### config.mk
export PLATFORM = sky130hd
export DESIGN_NAME = atm_tc_framer
export DESIGN_NICKNAME = d
export VERILOG_FILES = /design/src/rtl/atm_tcf_pkg.sv /design/src/rtl/atm_tcf_hec.sv /design/src/rtl/atm_tcf_scr.sv /design/src/rtl/atm_tcf_chan_tbl.sv /design/src/rtl/atm_tcf_fsm.sv /design/src/rtl/atm_tc_framer.sv
export SDC_FILE = /design/constraint.sdc
export NUM_CORES = 1
export LEC_CHECK = 0
export CORE_UTILIZATION = 28
export CTS_BUF_LIST = sky130_fd_sc_hd__clkbuf_4 sky130_fd_sc_hd__clkbuf_8
export CTS_CLUSTER_SIZE = 25
export DETAILED_ROUTE_END_ITERATION = 8
export HOLD_SLACK_MARGIN = 0.12
export PLACE_DENSITY = 0.61
export RECOVER_POWER = 25
export SLEW_MARGIN = 20
export SYNTH_ARGS = -nofsm -noshare
export SYNTH_HDL_FRONTEND = slang
export SYNTH_HIERARCHICAL = 1
export SYNTH_SLANG_ARGS = --single-unit
export TNS_END_PERCENT = 1
### constraint.sdc
create_clock -name clk -period 2.5 [get_ports clk]
set_input_delay 0.5 -clock clk [delete_from_list [all_inputs] [get_ports clk]]
set_output_delay 0.5 -clock clk [all_outputs]
set_load 0.05 [all_outputs]
### src/rtl/atm_tcf_pkg.sv
`timescale 1ns/1ps
package atm_tcf_pkg;

    localparam int          SCR_LEN    = 43;       // self-synchronizing scrambler span
    localparam logic [7:0]  HEC_POLY   = 8'h07;    // x^8 + x^2 + x + 1 without the x^8 term
    localparam logic [7:0]  HEC_COSET  = 8'h55;

    typedef enum logic [1:0] {
        WAIT_SLOT = 2'd0,
        SEND_HDR  = 2'd1,
        SEND_HEC  = 2'd2,
        SEND_PAY  = 2'd3
    } tcf_state_e;

    typedef struct packed {
        logic [SCR_LEN-1:0] hist;
        logic [7:0]         q;
    } scr_res_t;

    // One byte through the CRC-8 register, MSB first.
    function automatic logic [7:0] hec_step(input logic [7:0] crc, input logic [7:0] d);
        logic [7:0] c;
        c = crc ^ d;
        for (int i = 0; i < 8; i++) begin
            c = c[7] ? ((c << 1) ^ HEC_POLY) : (c << 1);
        end
        return c;
    endfunction

    // One byte through the x^43+1 scrambler, MSB first.
    function automatic scr_res_t scr_byte(input logic [SCR_LEN-1:0] hist, input logic [7:0] d);
        scr_res_t r;
        logic     b;
        r.hist = hist;
        r.q    = '0;
        for (int i = 7; i >= 0; i--) begin
            b      = d[i] ^ r.hist[SCR_LEN-1];
            r.q[i] = b;
            r.hist = {r.hist[SCR_LEN-2:0], b};
        end
        return r;
    endfunction

endpackage

### src/rtl/atm_tcf_hec.sv
`timescale 1ns/1ps
module atm_tcf_hec
    import atm_tcf_pkg::*;
(
    input  logic       clk,
    input  logic       rst_n,
    input  logic       clr,
    input  logic       en,
    input  logic [7:0] din,
    output logic [7:0] hec
);

    logic [7:0] crc_q;

    always_ff @(posedge clk) begin
        if (!rst_n) begin
            crc_q <= '0;
        end else if (clr) begin
            crc_q <= '0;
        end else if (en) begin
            crc_q <= hec_step(crc_q, din);
        end
    end

    assign hec = crc_q ^ HEC_COSET;

    // a fresh cell starts from a zero register, which reads as the coset alone
    p_fresh_crc_r5: assert property (@(posedge clk) disable iff (!rst_n)
        clr |=> (hec == HEC_COSET));

    // the register holds between header bytes
    p_crc_hold_r5: assert property (@(posedge clk) disable iff (!rst_n)
        (!clr && !en) |=> $stable(hec));

endmodule

### src/rtl/atm_tcf_scr.sv
`timescale 1ns/1ps
module atm_tcf_scr
    import atm_tcf_pkg::*;
(
    input  logic       clk,
    input  logic       rst_n,
    input  logic       en,
    input  logic [7:0] din,
    output logic [7:0] dout
);

    logic [SCR_LEN-1:0] hist_q;
    scr_res_t           res;

    always_comb begin
        res  = scr_byte(hist_q, din);
        dout = res.q;
    end

    always_ff @(posedge clk) begin
        if (!rst_n) begin
            hist_q <= '0;
        end else if (en) begin
            hist_q <= res.hist;
        end
    end

    // history is kept across cells and idle stretches
    p_hist_hold_r7: assert property (@(posedge clk) disable iff (!rst_n)
        !en |=> $stable(hist_q));

    // the newest history bits are the scrambled byte just sent
    p_self_sync_r6: assert property (@(posedge clk) disable iff (!rst_n)
        en |=> (hist_q[7:0] == $past(dout)));

endmodule

### src/rtl/atm_tcf_chan_tbl.sv
`timescale 1ns/1ps
module atm_tcf_chan_tbl #(
    parameter int NUM_CHAN = 4,
    localparam int CHAN_W  = (NUM_CHAN > 1) ? $clog2(NUM_CHAN) : 1
) (
    input  logic              clk,
    input  logic              rst_n,
    input  logic              cmd_valid,
    input  logic              cmd_deact,
    input  logic [CHAN_W-1:0] cmd_chan,
    input  logic [CHAN_W-1:0] look_chan,
    output logic              look_open
);

    logic [NUM_CHAN-1:0] open_q;

    for (genvar g = 0; g < NUM_CHAN; g++) begin : g_chan
        always_ff @(posedge clk) begin
            if (!rst_n) begin
                open_q[g] <= 1'b1;
            end else if (cmd_valid && (cmd_chan == CHAN_W'(g))) begin
                open_q[g] <= !cmd_deact;
            end
        end

        // a close command takes effect on the next cycle
        p_close_r3: assert property (@(posedge clk) disable iff (!rst_n)
            (cmd_valid && cmd_deact && (cmd_chan == CHAN_W'(g))) |=> !open_q[g]);

        // without a command for this channel its state does not move
        p_keep_r3: assert property (@(posedge clk) disable iff (!rst_n)
            !(cmd_valid && (cmd_chan == CHAN_W'(g))) |=> $stable(open_q[g]));
    end

    always_comb begin
        look_open = 1'b0;
        for (int i = 0; i < NUM_CHAN; i++) begin
            if (look_chan == CHAN_W'(i)) begin
                look_open = open_q[i];
            end
        end
    end

endmodule

### src/rtl/atm_tcf_fsm.sv
`timescale 1ns/1ps
module atm_tcf_fsm
    import atm_tcf_pkg::*;
#(
    parameter int HDR_BYTES = 4,
    parameter int PAY_BYTES = 48,
    localparam int MAXB     = (HDR_BYTES > PAY_BYTES) ? HDR_BYTES : PAY_BYTES,
    localparam int CNT_W    = $clog2(MAXB)
) (
    input  logic             clk,
    input  logic             rst_n,
    input  logic             slot_req,
    input  logic             want_data,
    input  logic             fire,
    output tcf_state_e       state,
    output logic [CNT_W-1:0] cnt,
    output logic             is_data,
    output logic             slot_take,
    output logic             hec_clr
);

    localparam logic [CNT_W-1:0] HDR_LAST = CNT_W'(HDR_BYTES - 1);
    localparam logic [CNT_W-1:0] PAY_LAST = CNT_W'(PAY_BYTES - 1);

    tcf_state_e       st_q, st_d;
    logic [CNT_W-1:0] cnt_q, cnt_d;
    logic             data_q, data_d;

    // state register
    always_ff @(posedge clk) begin
        if (!rst_n) begin
            st_q   <= WAIT_SLOT;
            cnt_q  <= '0;
            data_q <= 1'b0;
        end else begin
            st_q   <= st_d;
            cnt_q  <= cnt_d;
            data_q <= data_d;
        end
    end

    // transitions: slot_accept, hdr_done, hec_sent, cell_done
    always_comb begin
        st_d   = st_q;
        cnt_d  = cnt_q;
        data_d = data_q;
        unique case (st_q)
            WAIT_SLOT: begin
                if (slot_req) begin
                    st_d   = SEND_HDR;
                    cnt_d  = '0;
                    data_d = want_data;
                end
            end
            SEND_HDR: begin
                if (fire) begin
                    if (cnt_q == HDR_LAST) begin
                        st_d  = SEND_HEC;
                        cnt_d = '0;
                    end else begin
                        cnt_d = cnt_q + 1'b1;
                    end
                end
            end
            SEND_HEC: begin
                if (fire) begin
                    st_d  = SEND_PAY;
                    cnt_d = '0;
                end
            end
            SEND_PAY: begin
                if (fire) begin
                    if (cnt_q == PAY_LAST) begin
                        st_d  = WAIT_SLOT;
                        cnt_d = '0;
                    end else begin
                        cnt_d = cnt_q + 1'b1;
                    end
                end
            end
            default: begin
                st_d  = WAIT_SLOT;
                cnt_d = '0;
            end
        endcase
    end

    // outputs
    always_comb begin
        state     = st_q;
        cnt       = cnt_q;
        is_data   = data_q;
        slot_take = (st_q == WAIT_SLOT) && slot_req;
        hec_clr   = slot_take;
    end

    // the slot decision holds for the whole cell
    p_decision_held_r9: assert property (@(posedge clk) disable iff (!rst_n)
        (st_q != WAIT_SLOT && $past(st_q) != WAIT_SLOT) |-> $stable(data_q));

    // a grant is taken at most once before the cell starts
    p_take_once_r11: assert property (@(posedge clk) disable iff (!rst_n)
        slot_take |=> !slot_take);

    // a stalled byte leaves the position unchanged
    p_no_skip_r4: assert property (@(posedge clk) disable iff (!rst_n)
        (!fire && st_q != WAIT_SLOT) |=> ($stable(cnt_q) && $stable(st_q)));

endmodule

### src/rtl/atm_tc_framer.sv
`timescale 1ns/1ps
module atm_tc_framer
    import atm_tcf_pkg::*;
#(
    parameter int NUM_CHAN  = 4,
    parameter int HDR_BYTES = 4,
    parameter int PAY_BYTES = 48,
    localparam int CHAN_W   = (NUM_CHAN > 1) ? $clog2(NUM_CHAN) : 1,
    localparam int HDR_W    = 8 * HDR_BYTES,
    localparam int MAXB     = (HDR_BYTES > PAY_BYTES) ? HDR_BYTES : PAY_BYTES,
    localparam int CNT_W    = $clog2(MAXB),
    localparam int CELL_B   = HDR_BYTES + 1 + PAY_BYTES
) (
    input  logic              clk,
    input  logic              rst_n,
    input  logic              slot_req,
    input  logic              chan_valid,
    input  logic [CHAN_W-1:0] chan_id,
    input  logic              buf_ready,
    input  logic              cmd_valid,
    input  logic              cmd_deact,
    input  logic [CHAN_W-1:0] cmd_chan,
    input  logic              cfg_scr_en,
    input  logic [HDR_W-1:0]  cfg_idle_hdr,
    input  logic [7:0]        cfg_idle_pay,
    input  logic              in_valid,
    input  logic [7:0]        in_data,
    output logic              in_ready,
    output logic              slot_take,
    output logic              out_valid,
    input  logic              out_ready,
    output logic [7:0]        out_data,
    output logic              out_soc
);

    tcf_state_e       state;
    logic [CNT_W-1:0] cnt;
    logic             is_data;
    logic             chan_open;
    logic             want_data;
    logic             fire;
    logic             hec_clr;
    logic [7:0]       hec_byte;
    logic [7:0]       idle_hdr_byte;
    logic [7:0]       hdr_byte;
    logic [7:0]       pay_raw;
    logic [7:0]       pay_scr;
    logic             scr_adv;

    atm_tcf_chan_tbl #(.NUM_CHAN(NUM_CHAN)) u_chan_tbl (
        .clk       (clk),
        .rst_n     (rst_n),
        .cmd_valid (cmd_valid),
        .cmd_deact (cmd_deact),
        .cmd_chan  (cmd_chan),
        .look_chan (chan_id),
        .look_open (chan_open)
    );

    assign want_data = chan_valid && buf_ready && chan_open;

    atm_tcf_fsm #(.HDR_BYTES(HDR_BYTES), .PAY_BYTES(PAY_BYTES)) u_fsm (
        .clk       (clk),
        .rst_n     (rst_n),
        .slot_req  (slot_req),
        .want_data (want_data),
        .fire      (fire),
        .state     (state),
        .cnt       (cnt),
        .is_data   (is_data),
        .slot_take (slot_take),
        .hec_clr   (hec_clr)
    );

    // idle header byte for the current position, first byte in the top bits
    always_comb begin
        idle_hdr_byte = '0;
        for (int i = 0; i < HDR_BYTES; i++) begin
            if (cnt == CNT_W'(i)) begin
                idle_hdr_byte = cfg_idle_hdr[8*(HDR_BYTES-1-i) +: 8];
            end
        end
    end

    assign hdr_byte = is_data ? in_data : idle_hdr_byte;
    assign pay_raw  = is_data ? in_data : cfg_idle_pay;

    atm_tcf_hec u_hec (
        .clk   (clk),
        .rst_n (rst_n),
        .clr   (hec_clr),
        .en    (fire && (state == SEND_HDR)),
        .din   (hdr_byte),
        .hec   (hec_byte)
    );

    assign scr_adv = fire && (state == SEND_PAY) && cfg_scr_en;

    atm_tcf_scr u_scr (
        .clk   (clk),
        .rst_n (rst_n),
        .en    (scr_adv),
        .din   (pay_raw),
        .dout  (pay_scr)
    );

    // output mux
    always_comb begin
        out_valid = 1'b0;
        out_data  = '0;
        out_soc   = 1'b0;
        in_ready  = 1'b0;
        unique case (state)
            WAIT_SLOT: begin
                out_valid = 1'b0;
            end
            SEND_HDR: begin
                out_valid = is_data ? in_valid : 1'b1;
                out_data  = hdr_byte;
                out_soc   = (cnt == '0);
                in_ready  = is_data && out_ready;
            end
            SEND_HEC: begin
                out_valid = 1'b1;
                out_data  = hec_byte;
            end
            SEND_PAY: begin
                out_valid = is_data ? in_valid : 1'b1;
                out_data  = cfg_scr_en ? pay_scr : pay_raw;
                in_ready  = is_data && out_ready;
            end
            default: begin
                out_valid = 1'b0;
            end
        endcase
    end

    assign fire = out_valid && out_ready;

    // length checker for R4 and R8
    logic [7:0] chk_len_q;
    always_ff @(posedge clk) begin
        if (!rst_n) begin
            chk_len_q <= '0;
        end else if (fire) begin
            chk_len_q <= out_soc ? 8'd1 : chk_len_q + 8'd1;
        end
    end

    // every cell before a new one has exactly CELL_B bytes
    p_cell_len_r4: assert property (@(posedge clk) disable iff (!rst_n)
        (fire && out_soc) |-> (chk_len_q == 8'd0 || chk_len_q == 8'(CELL_B)));

    // the start marker never appears twice in a row of accepted bytes
    p_soc_single_r8: assert property (@(posedge clk) disable iff (!rst_n)
        (fire && out_soc) |=> !out_soc);

    // an idle cell never pulls source bytes
    p_no_pull_idle_r2: assert property (@(posedge clk) disable iff (!rst_n)
        (!is_data || state == WAIT_SLOT) |-> !in_ready);

    // an idle byte that is held back stays on the output
    p_stall_hold_r10: assert property (@(posedge clk) disable iff (!rst_n)
        (out_valid && !out_ready && !is_data) |=> (out_valid && $stable(out_data)));

    // no byte is offered between cells
    p_quiet_wait_r11: assert property (@(posedge clk) disable iff (!rst_n)
        (state == WAIT_SLOT) |-> !out_valid);

endmodule

### Word-level counts from Yosys, hierarchy flattened

Cells that the tools add are included.

* register bits after elaboration: 64
* output and inout port bits: 12
* word-level logic and storage cells: 108

* add/subtract/negate cells: 1
* equality and inequality tests: 19
* multiplexer cells: 38
* bitwise operators: 19
* reductions and logical operators: 22

Operators by type and width (count)
* $mux 8: 7
* $mux 6: 6
* $mux 3: 8
* $not 3->3: 8
* $pmux 6 s4: 1
* $pmux 8 s3: 1
* $eq 2x2->1 const B: 6
* $eq 6x2->1 const B: 2
* $logic_and 1x1->1: 12
* $mux 2: 6
* $ne 2x2->1 const B: 5
* $pmux 2 s4: 1
* $xor 1x1->1: 8
* $xor 8x8->8: 1
* $mux 1: 7
* $add 6x1->6 const B: 1
* $eq 2x1->1 const B: 3
* $eq 6x1->1 const B: 1
* $eq 6x6->1 const B: 1
* $logic_not 2->1: 3
* $logic_not 6->1: 1
* $reduce_and 6->1: 1
* $not 4->4: 1
* $reduce_and 4->1: 1
* other kinds (6): 7

### Longest topological paths before layout

* word-level depth: 23
* gate-level depth with buffers: 10
* gate-level depth less buffers: 8

### Cells and area by module

The synthesis kept the hierarchy.

By module, submodules not included
* atm_tcf_scr: times used 1, cells each 155, area an instance 1724.2 µm², seq. area each 860.8 µm²
* atm_tc_framer: times used 1, cells each 147, area an instance 900.9 µm², seq. area each 0.0 µm²
* atm_tcf_hec: times used 1, cells each 62, area an instance 610.6 µm², seq. area each 160.2 µm²
* atm_tcf_fsm: times used 1, cells each 59, area an instance 528.0 µm², seq. area each 180.2 µm²
* atm_tcf_chan_tbl: times used 1, cells each 18, area an instance 205.2 µm², seq. area each 80.1 µm²

### Worst setup path after synthesis

OpenSTA, ideal clock, no wires.

* kind: register to output
* from: register u_fsm.cnt_q[5] (netlist: u_fsm/cnt[5])
* to: output out_soc
* arrival: 2.553 ns
* path slack: -0.553 ns
* cell stages (with the launch flop): 4
* buffers on the path: 1
* path through: dfxtp_1 > or4_4 > buf_6 > nor4_1

* word-level cells in the longest chain between the ends: 2

RTL lines
* from (decl): line atm_tcf_fsm.sv:26 `logic [CNT_W-1:0] cnt_q, cnt_d;`
* from (signal assigned): line atm_tcf_fsm.sv:37 `cnt_q <= cnt_d;`
* $logic_not 6->1: line atm_tc_framer.sv:120 `out_soc = (cnt == '0);`
* $mux 1: line atm_tc_framer.sv:113 `unique case (state)`
* to (decl): line atm_tc_framer.sv:33 `output logic out_soc`

Every way passes these cells.

### Final worst setup path

* from: register u_fsm.cnt_q[2] (netlist: u_fsm/cnt[2])
* to: output out_data[4]

* word-level cells in the longest chain between the ends: 7
* elaborated cells between the ends (all ways): 10
* those cells by class: 3 x eq/ne; 6 x mux; 1 x reduce/logical

RTL lines
* $logic_not 6->1: line atm_tc_framer.sv:79 `if (cnt == CNT_W'(i)) begin`
* $mux 8 (3 in series): line atm_tc_framer.sv:79
* $mux 8 *: line atm_tc_framer.sv:79
* $mux 8 *: line atm_tc_framer.sv:85 `assign hdr_byte = is_data ? in_data : idle_hdr_byte;`
* $pmux 8 s3 *: line atm_tc_framer.sv:113
* to (decl): line atm_tc_framer.sv:32 `output logic [7:0] out_data,`

Mark *: on every way between the ends. The rest lies on a longest branch, timed or not.

==> results.json <==
{
  "port_buffers": 73,
  "leakage_uw": 0.00221,
  "netlist_instances": 441,
  "groute.layer.met3.usage_pct": 2.77,
  "fill_cells": 1333,
  "wl_per_cell_um": 14.0,
  "fp-row-count": 43,
  "cts_buffers": 9,
  "coreArea_um2": 13800,
  "fmax_ghz": 0.389,
  "required_ns": 2.00,
  "syn_area_um2": 3970,
  "first_iter_violations": 223,
  "ios": 74,
  "finalCritPeriodShare_pct": 103,
  "synthFlopType": "dfxtp_1",
  "layout-drive-gt1-share_pct": 25.4,
  "maxSlewViolCount": 0,
  "synth_nets": 508,
  "met1_usage_pct": 17.7,
  "antenna_left": 0,
  "powerDensity_nw_per_um2": 707,
  "synthDistinctLibCells": 55,
  "clockRootBuffer": "clkbuf_8",
  "worstMarginPinSlew_ns": 0.727,
  "syn_to_final_growth_pct": 44.5,
  "drc_errors": 0,
  "multiInputGateArea_um2": 2590,
  "antenna_found_initial": 0,
  "hold_class": "reg2reg",
  "finalHoldViolations": 0,
  "gp_congestion": 0.863,
  "htreeDepth": 3,
  "grt_remaining_overflow": 0,
  "setup_ws_ns": -0.0727,
  "cts_tree": "yes",
  "rsz0062_at_grt": "true",
  "final.min_clock_period_ns": 2.57,
  "met2_usage_pct": 25.5,
  "arrival_ns": 2.07,
  "synth-seq-cells": 64,
  "clk_latency_ns": 0.35,
  "num_vias": 3482,
  "relSlewSlack_pct": 51.5,
  "clockBufferDepth": 2,
  "crit_fanout": 6,
  "synth_edf_count": 0,
  "num_antenna_cells": 0,
  "max-vdd-ir-drop_mv": 0.259,
  "setup_viol": 10,
  "drv_cap": 0,
  "final_common_cell": "dfxtp_1",
  "fin_util_pct": 41.5,
  "whs_ns": 0.513,
  "status": "finished, violations left",
  "synth-seq-area-share_pct": 32.3,
  "clock-skew-final_ns": 0.0163,
  "layout_common_cells": "dfxtp_1, clkdlybuf4s50_1, buf_4, nor2b_1, mux2i_1",
  "yosys_warnings": 6,
  "endpoint_kind": "primary output",
  "avgSynthCellArea_um2": 9.00,
  "place_hpwl_um": 7210,
  "violations": "negative setup slack",
  "die_w_um": 121,
  "drtPass1Iterations": 4,
  "place_inst": 714,
  "nNetsFinal": 620,
  "die_h_um": 121,
  "cts_hold_buf": 0,
  "gr-max-usage-layer": "met2",
  "grt_pass1_wl_um": 16800,
  "grt_max_degree": 52,
  "start_util_pct": 28.7,
  "drt-vias-per-instance": 4.72,
  "grt_usage_pct": 14.6,
  "cts_num_sinks": 64,
  "clk_pin_slew_worst_paths_ns": 0.08,
  "worstSetupPathType": "reg2out",
  "grt_pass1_vias": 3433,
  "design_area_um2": 5730,
  "async_flop_share_pct": 0,
  "timing.critical_path.from_type": "flip-flop",
  "die_area_um2": 14700,
  "stdcell_count": 738,
  "placed_cell_area_um2": 5200,
  "seqCellArea_um2": 1290,
  "drt-total-wl_um": 10300
}
-- Yosys cell counts, drive strengths merged (5+ instances only) --
master   instances  area [um^2]
o22ai            8         50.1
a211o            7         61.3
xnor2           24          225
nor2b           47          294
clkbuf           9         33.8
ha               5         62.6
buf             21          189
nand2b           7         43.8
mux2             7         78.8
nor2            16         67.6
a21oi           31          163
o21ai           32          160
inv             35          131
mux2i           41          410
o2bb2ai          7         61.3
nand2           16         60.1
xnor3            5          113
nand3            6         30.0
dfxtp           64         1280
-- metrics by stage --
| step | setup TNS, ns | setup slack (ns) | total power (uW) |
|---|---|---|---|
| finish | -0.418 | -0.0727 | 4060 |
| global route | -2.74 | -0.145 | 4280 |
| CTS | -0.714 | -0.0908 | 4040 |
| detailed placement | -2.49 | -0.293 | 2930 |
| global placement | -2.32 | -0.277 | 2920 |
| floorplan | -0.329 | -0.297 | 2200 |
-- registers in the layout (all words and copies together) (netlist names) --
signal,flops
u_scr/hist_q,43
u_hec/crc_q,8
u_fsm/cnt,6
u_chan_tbl/open_q,4
u_fsm/state,2
u_fsm/is_data,1
-- logic make-up after synthesis --
kind of cell	share of synthesized area, %
fa+ha+maj	1.58
flops	32.3
xor+xnor	8.73
compound gates	18.1
buf+inv	8.92
mux	13.5
simple gates	16.9
-- path summary, 6_finish.rpt --
path | startpoint | slack (ns) | cells after the start | to
setup / recovery | u_fsm/cnt[2]$_SDFFE_PN0P_ | -0.07 | 6 | out_data[4]
hold / removal | u_scr/hist_q[6]$_SDFFE_PN0P_ | 0.51 | 2 | u_scr/hist_q[6]$_SDFFE_PN0P_
setup reg to reg | u_fsm/cnt[2]$_SDFFE_PN0P_ | -0.05 | 9 | u_hec/crc_q[5]$_SDFFE_PP0P_
hold reg to reg | u_scr/hist_q[6]$_SDFFE_PN0P_ | 0.51 | 2 | u_scr/hist_q[6]$_SDFFE_PN0P_
-- worst max-delay path, stage by stage (launching register included) --
cell and delay, ns:
dfxtp_2 0.34, or4_4 0.62, nor2_4 0.19, a221oi_2 0.10, buf_4 0.14, o2bb2ai_2 0.16, buf_12 0.16
-- where the power goes --
group          total (uW)  internal, uW  switching (uW)
sequential           1100          1050            49.0
combinational        2010           967            1050
clock                 945           519             426
-- per-layer routing --
metal  vias up  part of all wire, %
met5         -                    0
met4         0                  1.5
met3        14                  5.7
met2        90                   48
met1      1617                   45
li1       1761                    -
-- final cells by class --
cell class                      count  share of cell area (%)
Tap cell                          180                    3.93
Multi-Input combinational cell    313                    45.1
Sequential cell                    64                    22.5
Inverter                           35                    2.29
Clock inverter                      5                    1.09
Timing Repair Buffer              130                    22.4
Clock buffer                       11                    2.64
-- what timing repair did --
action                                  4_1_cts  5_1_grt
gates resized for setup                      39       19
endpoints found under the setup margin       12       14
endpoints found under the hold margin         0        0
gates cloned                                  3        0
setup buffers                                 5        0
pin swaps                                    10        5
Power figures use the tool's default switching activity.
